$ cat config.mk
export PLATFORM = sky130hd
export DESIGN_NAME = ipi_cmd_reg
export DESIGN_NICKNAME = d
export VERILOG_FILES = /design/src/rtl/ipi_pkg.sv /design/src/rtl/ipi_target_resolve.sv /design/src/rtl/ipi_read_mux.sv /design/src/rtl/ipi_cmd_reg.sv
export SDC_FILE = /design/constraint.sdc
export NUM_CORES = 1
export LEC_CHECK = 0
export BUFFER_PORTS_ARGS = -buffer_cell sky130_fd_sc_hd__buf_4
export CAP_MARGIN = 30
export CELL_PAD_IN_SITES_DETAIL_PLACEMENT = 1
export CELL_PAD_IN_SITES_GLOBAL_PLACEMENT = 1
export CORE_MARGIN = 4
export CORE_UTILIZATION = 39
export DETAILED_ROUTE_END_ITERATION = 8
export GPL_ROUTABILITY_DRIVEN = 0
export PLACE_DENSITY_LB_ADDON = 0.1
export SLEW_MARGIN = 0
export SYNTH_ARGS = -nofsm -noshare
export SYNTH_HDL_FRONTEND = slang
export SYNTH_HIERARCHICAL = 1
export SYNTH_SLANG_ARGS = --single-unit
$ cat constraint.sdc
create_clock -name clk -period 1.44 [get_ports clk]
set_input_delay 0.072 -clock clk [delete_from_list [all_inputs] [get_ports clk]]
set_output_delay 0.072 -clock clk [all_outputs]
set_load 0.01 [all_outputs]
$ cat src/rtl/ipi_pkg.sv
package ipi_pkg;
    localparam int unsigned WORD_W      = 32;
    localparam int unsigned VEC_W       = 8;
    localparam int unsigned DTYPE_W     = 3;
    localparam int unsigned DEST_W      = 8;
    localparam int unsigned DEST_LSB    = 24;
    localparam int unsigned LOGICAL_BIT = 11;
    localparam int unsigned BUSY_BIT    = 12;
    localparam int unsigned ERR_BIT     = 13;
    localparam int unsigned SH_LSB      = 18;

    typedef enum logic [1:0] {
        SH_NONE   = 2'b00,
        SH_SELF   = 2'b01,
        SH_ALL    = 2'b10,
        SH_OTHERS = 2'b11
    } shorthand_e;

    typedef struct packed {
        shorthand_e               sh;
        logic                     logical;
        logic [DTYPE_W-1:0]       dtype;
        logic [VEC_W-1:0]         vector;
    } cmd_fields_t;

    function automatic cmd_fields_t split_low(input logic [WORD_W-1:0] w);
        cmd_fields_t f;
        f.sh      = shorthand_e'(w[SH_LSB+1:SH_LSB]);
        f.logical = w[LOGICAL_BIT];
        f.dtype   = w[VEC_W+DTYPE_W-1:VEC_W];
        f.vector  = w[VEC_W-1:0];
        return f;
    endfunction
endpackage

$ cat src/rtl/ipi_target_resolve.sv
module ipi_target_resolve
    import ipi_pkg::*;
#(
    parameter int unsigned NUM_AGENTS = 8,
    parameter int unsigned ID_W       = 3
) (
    input  shorthand_e              sh,
    input  logic                    logical,
    input  logic [DEST_W-1:0]       dest,
    input  logic [ID_W-1:0]         self_id,
    output logic [NUM_AGENTS-1:0]   targets
);
    for (genvar g = 0; g < NUM_AGENTS; g++) begin : g_agent
        localparam logic [DEST_W-1:0] DEST_ID = DEST_W'(g);
        localparam logic [ID_W-1:0]   AGENT_ID = ID_W'(g);
        logic is_self;
        logic by_dest;
        assign is_self = (self_id == AGENT_ID);
        assign by_dest = logical ? dest[g] : (dest == DEST_ID);
        assign targets[g] = (sh == SH_NONE)  ? by_dest  :
                            (sh == SH_SELF)  ? is_self  :
                            (sh == SH_ALL)   ? 1'b1     :
                                               !is_self;
    end
endmodule

$ cat src/rtl/ipi_read_mux.sv
module ipi_read_mux
    import ipi_pkg::*;
#(
    parameter int unsigned         ADDR_W   = 12,
    parameter logic [ADDR_W-1:0]   LOW_OFS  = 12'h300,
    parameter logic [ADDR_W-1:0]   HIGH_OFS = 12'h310
) (
    input  logic [ADDR_W-1:0]  addr,
    input  logic [WORD_W-1:0]  low_word,
    input  logic [WORD_W-1:0]  high_word,
    input  logic               busy,
    input  logic               err,
    output logic [WORD_W-1:0]  rdata
);
    logic [WORD_W-1:0] low_view;

    always_comb begin
        low_view           = low_word;
        low_view[BUSY_BIT] = busy;
        low_view[ERR_BIT]  = err;
        if (addr == LOW_OFS)       rdata = low_view;
        else if (addr == HIGH_OFS) rdata = high_word;
        else                       rdata = '0;
    end
endmodule

$ cat src/rtl/ipi_cmd_reg.sv
module ipi_cmd_reg
    import ipi_pkg::*;
#(
    parameter int unsigned         NUM_AGENTS = 8,
    parameter int unsigned         ADDR_W     = 12,
    parameter logic [ADDR_W-1:0]   LOW_OFS    = 12'h300,
    parameter logic [ADDR_W-1:0]   HIGH_OFS   = 12'h310,
    localparam int unsigned        ID_W       = (NUM_AGENTS > 1) ? $clog2(NUM_AGENTS) : 1
) (
    input  logic                    clk,
    input  logic                    rst_n,
    input  logic                    reg_we,
    input  logic [ADDR_W-1:0]       reg_addr,
    input  logic [WORD_W-1:0]       reg_wdata,
    output logic [WORD_W-1:0]       reg_rdata,
    input  logic [ID_W-1:0]         self_id,
    output logic                    msg_valid,
    input  logic                    msg_ready,
    output logic [NUM_AGENTS-1:0]   msg_targets,
    output logic [VEC_W-1:0]        msg_vector,
    output logic [DTYPE_W-1:0]      msg_dtype
);
    typedef struct packed {
        logic [WORD_W-1:0]     low;
        logic [WORD_W-1:0]     high;
        logic                  busy;
        logic                  err;
        logic [NUM_AGENTS-1:0] tgt;
    } state_t;

    state_t s_d, s_q;

    cmd_fields_t           wr_fields;
    logic [NUM_AGENTS-1:0] new_tgt;
    logic                  hit_low, hit_high;
    logic [NUM_AGENTS-1:0] self_oh;

    assign wr_fields = split_low(reg_wdata);
    assign hit_low   = reg_we && (reg_addr == LOW_OFS);
    assign hit_high  = reg_we && (reg_addr == HIGH_OFS);
    assign self_oh   = NUM_AGENTS'(1) << self_id;

    ipi_target_resolve #(
        .NUM_AGENTS (NUM_AGENTS),
        .ID_W       (ID_W)
    ) u_resolve (
        .sh      (wr_fields.sh),
        .logical (wr_fields.logical),
        .dest    (s_q.high[DEST_LSB+DEST_W-1:DEST_LSB]),
        .self_id (self_id),
        .targets (new_tgt)
    );

    ipi_read_mux #(
        .ADDR_W   (ADDR_W),
        .LOW_OFS  (LOW_OFS),
        .HIGH_OFS (HIGH_OFS)
    ) u_rmux (
        .addr      (reg_addr),
        .low_word  (s_q.low),
        .high_word (s_q.high),
        .busy      (s_q.busy),
        .err       (s_q.err),
        .rdata     (reg_rdata)
    );

    always_comb begin
        s_d = s_q;
        if (s_q.busy && msg_ready) begin
            s_d.busy = 1'b0;
        end
        if (hit_high) begin
            s_d.high = reg_wdata;
        end
        if (hit_low) begin
            if (s_q.busy) begin
                s_d.err = 1'b1;
            end else begin
                s_d.low           = reg_wdata;
                s_d.low[BUSY_BIT] = 1'b0;
                s_d.low[ERR_BIT]  = 1'b0;
                s_d.tgt           = new_tgt;
                s_d.busy          = |new_tgt;
            end
        end
    end

    always_ff @(posedge clk or negedge rst_n) begin
        if (!rst_n) s_q <= '0;
        else        s_q <= s_d;
    end

    assign msg_valid   = s_q.busy;
    assign msg_targets = s_q.tgt;
    assign msg_vector  = s_q.low[VEC_W-1:0];
    assign msg_dtype   = s_q.low[VEC_W+DTYPE_W-1:VEC_W];

    a_r8_hold_while_stalled: assert property (@(posedge clk) disable iff (!rst_n)
        msg_valid && !msg_ready |=> msg_valid && $stable(msg_targets)
                                    && $stable(msg_vector) && $stable(msg_dtype));

    a_r9_busy_write_dropped: assert property (@(posedge clk) disable iff (!rst_n)
        hit_low && msg_valid |=> $stable(s_q.low) && s_q.err);

    a_r9_error_sticky: assert property (@(posedge clk) disable iff (!rst_n)
        s_q.err |=> s_q.err);

    a_r10_no_empty_message: assert property (@(posedge clk) disable iff (!rst_n)
        msg_valid |-> msg_targets != '0);

    a_r7_clear_after_handshake: assert property (@(posedge clk) disable iff (!rst_n)
        msg_valid && msg_ready |=> !msg_valid);

    a_r6_others_skip_sender: assert property (@(posedge clk) disable iff (!rst_n)
        hit_low && !msg_valid && wr_fields.sh == SH_OTHERS
        |=> (msg_targets & $past(self_oh)) == '0);

    a_r3_broadcast_launches: assert property (@(posedge clk) disable iff (!rst_n)
        hit_low && !msg_valid && wr_fields.sh == SH_ALL |=> msg_valid);
endmodule

==> reports/qor.txt, run 1 <==
============================================================================
Leakage power of the design                                          3.27 nW
Startpoint types                                                    register
Transition time at the pin with the least slew margin               0.441 ns
Port Buffer Count                                                        102
Horizontal die dimension                                              111 um
Run status                                                      finished, violations left
Post-DR wirelength/cell                                              20.4 um
Worst Path Required                                                  1.71 ns
Ratio of cells with drive above 1 in the final layout                  64.3%
DRC viols                                                                  0
TritonCTS Buffers                                                          9
Antenna violations before repair                                           0
Final Slew Violations                                                      0
Count of warnings emitted by yosys                                         6
Final setup violation count                                               44
Data arrival time at the worst-slack endpoint                        1.89 ns
Cell chosen for the clock root                                      clkbuf_8
Logic gate share of total power                                        13.8%
Tightest slew margin relative to the limit                             70.4%
Critical path endpoint category                                     register
Residual antenna-violating net count after detailed routing                0
Start of the worst register-to-register path                         s_q[39]
Clock share of power                                                   40.5%
Number of sinks on the clock net                                          72
Type of the worst setup path                                         reg2reg
Net count after synthesis                                                360
Maximum fanout along the worst path                                        4
RSZ-0062 raised after global routing                                     yes
Net switching power                                                  1.08 mW
First-pass iteration count of the detailed router                          4
Cell count after synthesis                                               309
Area of the mapped netlist                                         4110 um^2
Clock skew after layout                                            0.0134 ns
Area Overhead vs Synth                                                 55.5%
Count of max-cap constraint violations                                     0
Achievable clock frequency                                         0.616 GHz
Shortest period the worst path allows                                1.62 ns
Gr usage total                                                         19.8%
IR Drop Worst-Case VDD                                                533 uV
Hold Crit Start                                                  reg_addr[1]
Clock slew at reported path FFs                                      0.08 ns
Endpoint, Worst Hold                                                  s_q[8]
Power after layout                                                   4.45 mW
Detailed-route via count                                                3169
P_int                                                                3.36 mW
Maximum number of pins on one net before global-route repair              33
Cell chain of the critical path                                 nor4_4, nand2_1, o311ai_2, or4_1, nor2_1, o22ai_1
FF-to-FF End                                                       msg_valid
CP max-delay cell                                                    dfrtp_1
Final critical-path share of the clock period                           113%
Average footprint of a synthesized cell                            13.3 um^2
Clock tree from TritonCTS                                                yes
Global-route wire length before repair                              19400 um
Total wire length                                                   12400 um
Crit path largest cell delay                                         0.42 ns
HPWL after detailed placement                                        7900 um
Final cell utilization of the core                                     62.1%
Placeable core region                                             10300 um^2
Depth of the worst register-to-register path                               6
Cell count of the worst hold path                                          4
Final number of hold-violating endpoints                                   0
Die area                                                          12200 um^2
Vias in the first global route                                          3532
Worst setup slack for register-to-register paths                    -0.18 ns
Clock insertion delay at the later pin of the skew report            0.34 ns
Number of antenna diodes                                                   0
Switching part of the total power                                      24.4%
Number of H-tree branching levels                                          3
Starting utilization of the core area                                  40.0%
Tightest Hold Check Type                                              in2reg
Power share of the sequential group                                    45.8%
Worst setup margin                                                 -0.184 ns
Total global routing overflow                                              0
Clock Path Buffers                                                         2
Failing checks                                                  setup timing
Commonest cells after routing, fill and taps aside              buf_4 (132), dfrtp_1 (67), mux2_2 (58)
Initial detailed-routing violation count                                  55
Via density per instance                                                5.20
Power per unit of standard cell area                             697 nW/um^2
Most common library cell in the layout ignoring fill and taps          buf_4
Number of placement rows                                                  37
Number of top-level pins                                                 103
Fin nets                                                                 521
DIE HEIGHT                                                            111 um
============================================================================
## critical path: cells and delay by family, from the launching register on
kind	cells	cell delay, ns
AO/OA/AOI/OAI	2	0.40
flip-flops	1	0.42
AND/OR/NAND/NOR	4	0.74
## per-layer routing
metal	track usage, %	share of wire, %	vias to the layer above
met5	0	0	-
li1	-	-	1465
met4	4.52	0.89	0
met1	24.2	42	1627
met2	35.8	54	69
met3	3.95	3.0	8
## worst max path at each step
stage	start	to	slack [ns]	depth (start not counted)
floorplan	s_q[40]	msg_valid	-0.003	6
global placement	self_id[2]	msg_valid	-0.18	7
detailed placement	self_id[1]	msg_valid	-0.22	7
CTS	s_q[37]	msg_valid	-0.16	6
global route	s_q[39]	msg_valid	-0.27	6
finish	s_q[39]	msg_valid	-0.18	6
## layout make-up
cell class	count	area, um^2
Fill cell	1049	3890
Multi-Input combinational cell	191	2420
Sequential cell	72	1810
Timing Repair Buffer	194	1760
Tap cell	136	170
Clock buffer	10	138
Clock inverter	5	81.3
Inverter	2	7.51
## registers in the layout (all words and copies together) (netlist names)
register / count
msg_vector: 8
s_q: 52
msg_dtype: 3
msg_valid: 1
msg_targets: 8
## power groups by stage
stage | registers [mW] | logic (mW) | clock network [mW]
2_1_floorplan | 2.07 | 0.168 | 0
3_3_place_gp | 2.07 | 0.444 | 0
4_1_cts | 2.03 | 0.588 | 1.85
6_report | 2.04 | 0.614 | 1.80
3_5_place_dp | 2.07 | 0.453 | 0
5_1_grt | 2.04 | 0.658 | 1.91
## stage by stage
step | hold WS [ns] | instance area (um^2) | setup slack [ns] | TNS (ns) | cells
after global placement | 0.00572 | 5160 | -0.184 | -2.64 | 546
after detailed placement | 0.00500 | 5160 | -0.223 | -3.98 | 546
after CTS | 0.0175 | 6180 | -0.157 | -3.18 | 599
final | 0.0366 | 6380 | -0.184 | -2.62 | 610
after floorplan | -0.224 | 4130 | -0.00276 | -0.00276 | 309
after global routing | 0.0589 | 6380 | -0.271 | -5.91 | 610
## what timing repair did
action | in CTS | in global routing
buffers inserted | 5 | 12
gates cloned | 2 | 2
hold buffers | 31 | 0
setup endpoints to repair | 49 | 60
pin swaps | 21 | 23
gates resized for setup | 63 | 25
endpoints found under the hold margin | 129 | 0
Power figures use the tool's default switching activity.
==> run 2, diff against run 1 <==
--- a/config.mk
+++ b/config.mk
@@ -9,8 +9,10 @@
 export CAP_MARGIN = 30
 export CELL_PAD_IN_SITES_DETAIL_PLACEMENT = 1
 export CELL_PAD_IN_SITES_GLOBAL_PLACEMENT = 1
+export CORE_ASPECT_RATIO = 0.8
 export CORE_MARGIN = 4
 export CORE_UTILIZATION = 39
+export CTS_BUF_LIST = sky130_fd_sc_hd__clkbuf_8 sky130_fd_sc_hd__clkbuf_16
 export DETAILED_ROUTE_END_ITERATION = 8
 export GPL_ROUTABILITY_DRIVEN = 0
 export PLACE_DENSITY_LB_ADDON = 0.1
==> run 2 against run 1 <==
  * The run still ends with setup timing left
  * Fmax is 2.2% lower
  * Critical path depth unchanged
  * Final area rose by 2.5%
  * Critical path type unchanged
  * Global-route usage increased by 1.7 points
  * Critical endpoint unchanged
  * Worst hold slack better by 0.069 ns
  * Clock power rose by 33%
  * Largest cell class unchanged
  * Final cell count grew 1.5%
==> reports/qor.txt, run 2 (synthesis results as in run 1) <==
==================================================================================
Post-DR wirelength/cell                                                    20.6 um   +1.4%
TritonCTS Buffers                                                                9   unchanged
Via density per instance                                                      5.12   -1.5%
Commonest cells after routing, fill and taps aside                    buf_4 (130), dfrtp_1 (68), mux2_2 (58)
Register containing the most flip-flops in the final layout                    s_q
Endpoint, Worst Hold                                                        s_q[8]
CP max-delay cell                                                          dfrtp_1
Clock insertion delay at the later pin of the skew report                  0.33 ns   about the same
Shortest period the worst path allows                                      1.66 ns   +0.0372 ns
Total wire length                                                         12800 um   +2.9%
Data arrival time at the worst-slack endpoint                              1.91 ns   +0.02 ns
Startpoint types                                                          register
Number of antenna diodes                                                         0   unchanged
Power per unit of standard cell area                                   775 nW/um^2   +11%
Clock skew after layout                                                 0.00559 ns   -0.00784 ns
Worst setup slack for register-to-register paths                          -0.22 ns   -0.04 ns
Area Overhead vs Synth                                                       59.3%
Horizontal die dimension                                                    123 um   +11%
Detailed-route via count                                                      3168   -0.032%
Die area                                                                12200 um^2   about the same
Placeable core region                                                   10300 um^2   about the same
Cell chosen for the clock root                                           clkbuf_16
IR Drop Worst-Case VDD                                                      680 uV   +27%
Power after layout                                                         5.07 mW   +14%
Number of top-level pins                                                       103   unchanged
DIE HEIGHT                                                                 99.8 um   -9.8%
Most common library cell in the layout ignoring fill and taps                buf_4
Maximum number of pins on one net before global-route repair                    33   unchanged
Depth of the worst register-to-register path                                     6   unchanged
Global-route wire length before repair                                    20000 um   +2.8%
Register area                                                            1810 um^2   about the same
Total global routing overflow                                                    0   unchanged
Failing checks                                                        setup timing
Clock slew at reported path FFs                                            0.06 ns   -0.02 ns
Critical path endpoint category                                           register
First-pass iteration count of the detailed router                                4   unchanged
Worst-case hold slack                                                     0.105 ns   +0.0688 ns
Type of the worst setup path                                               reg2reg
Residual antenna-violating net count after detailed routing                      0   unchanged
Flip-flop count of the largest register, all copies and words added             52   unchanged
Leakage power of the design                                                3.35 nW   +2.3%
Fin nets                                                                       525   +0.77%
Number of H-tree branching levels                                                3   unchanged
Ratio of cells with drive above 1 in the final layout                        64.1%   -0.25 points
Crit path largest cell delay                                               0.44 ns   +0.02 ns
Cell count of the worst hold path                                                4   unchanged
Tightest Hold Check Type                                                    in2reg
Tightest slew margin relative to the limit                                   64.8%   -5.7 points
Cell chain of the critical path                                       nor4_4, nand3b_1, o211ai_1, or4_1, nor2_1, o22ai_1
Number of placement rows                                                        33   -11%
Run status                                                            finished, violations left
Achievable clock frequency                                               0.602 GHz   -2.2%
Area taken by multi-input logic gates                                    2410 um^2   -0.62%
Fillcell total                                                                 982   -6.4%
Final number of hold-violating endpoints                                         0   unchanged
Initial detailed-routing violation count                                       111   +100%
Clock tree from TritonCTS                                                      yes
Final critical-path share of the clock period                                 115%   +2.6 points
Minimum setup slack after placement                                      -0.212 ns   +0.0109 ns
Finished Cell Area                                                       6540 um^2   +2.5%
Maximum fanout along the worst path                                              4   unchanged
Final setup violation count                                                     47   +6.8%
Worst Path Required                                                        1.69 ns   -0.02 ns
Final Slew Violations                                                            0   unchanged
Number of sinks on the clock net                                                72   unchanged
Worst setup margin                                                       -0.221 ns   -0.0372 ns
Starting utilization of the core area                                        39.9%   about the same
Transition time at the pin with the least slew margin                     0.526 ns   +0.0850 ns
Start of the worst register-to-register path                               s_q[40]
Placed standard-cell area                                                5160 um^2   unchanged
Vias in the first global route                                                3501   -0.88%
Port Buffer Count                                                              102   unchanged
Count of max-cap constraint violations                                           0   unchanged
Antenna violations before repair                                                 0   unchanged
Clock Path Buffers                                                               2   unchanged
Gr usage total                                                               21.5%   +1.7 points
RSZ-0062 raised after global routing                                           yes
Hold Crit Start                                                        reg_addr[1]
DRC viols                                                                        0   unchanged
HPWL after detailed placement                                              8080 um   +2.3%
FF-to-FF End                                                             msg_valid
==================================================================================
[run 2: how the worst max path moves through the flow]
stage,endpoint,from
global placement,msg_valid,s_q[39]
global route,msg_valid,s_q[40]
finish,msg_valid,s_q[40]
CTS,msg_valid,s_q[38]
floorplan,msg_valid,s_q[40]
detailed placement,msg_valid,s_q[39]
[run 2: critical path, delay by kind of cell (launching register included)]
kind | cells | cell delay [ns]
flops | 1 | 0.44
compound gates | 2 | 0.41
simple gates | 4 | 0.74
[run 2: where the power goes]
group	internal, mW	total [mW]	leakage (nW)	switching (mW)
Clock	1.55	2.40	0.158	0.847
Combinational	0.330	0.628	2.20	0.298
Sequential	2.03	2.04	0.994	0.00660
[run 2: repair_timing]
item                                    in CTS  in global routing
pin swaps                                   33                 22
setup buffers                               12                 21
hold endpoints to repair                   129                  0
endpoints found under the setup margin      38                 65
resized for setup                           62                 36
hold buffers                                31                  0
cloned                                       2                  1
[run 2: area by class of cell]
type | count | area share (%)
Multi-Input combinational cell | 191 | 36.8
Timing Repair Buffer | 198 | 27.8
Sequential cell | 72 | 27.6
Clock buffer | 10 | 3.65
Tap cell | 140 | 2.68
Clock inverter | 6 | 1.26
Inverter | 2 | 0.115
[run 2: metrics by stage]
| stage | util, % | setup TNS, ns | instances |
|---|---|---|---|
| 2_1_floorplan | - | -0.00276 | 309 |
| 3_3_place_gp | 50.2 | -3.57 | 546 |
| 3_5_place_dp | 50.2 | -4.53 | 546 |
| 4_1_cts | 61.5 | -2.73 | 607 |
| 5_1_grt | 63.6 | -6.21 | 619 |
| 6_report | 63.6 | -3.48 | 619 |
[run 2: per-layer routing]
metal | vias up | global-route usage, % | routed length, um
met1 | 1594 | 29.8 | 5790
met5 | - | 0 | 0
met2 | 89 | 33.1 | 6010
met4 | 0 | 5.77 | 243
li1 | 1469 | - | -
met3 | 16 | 6.14 | 739
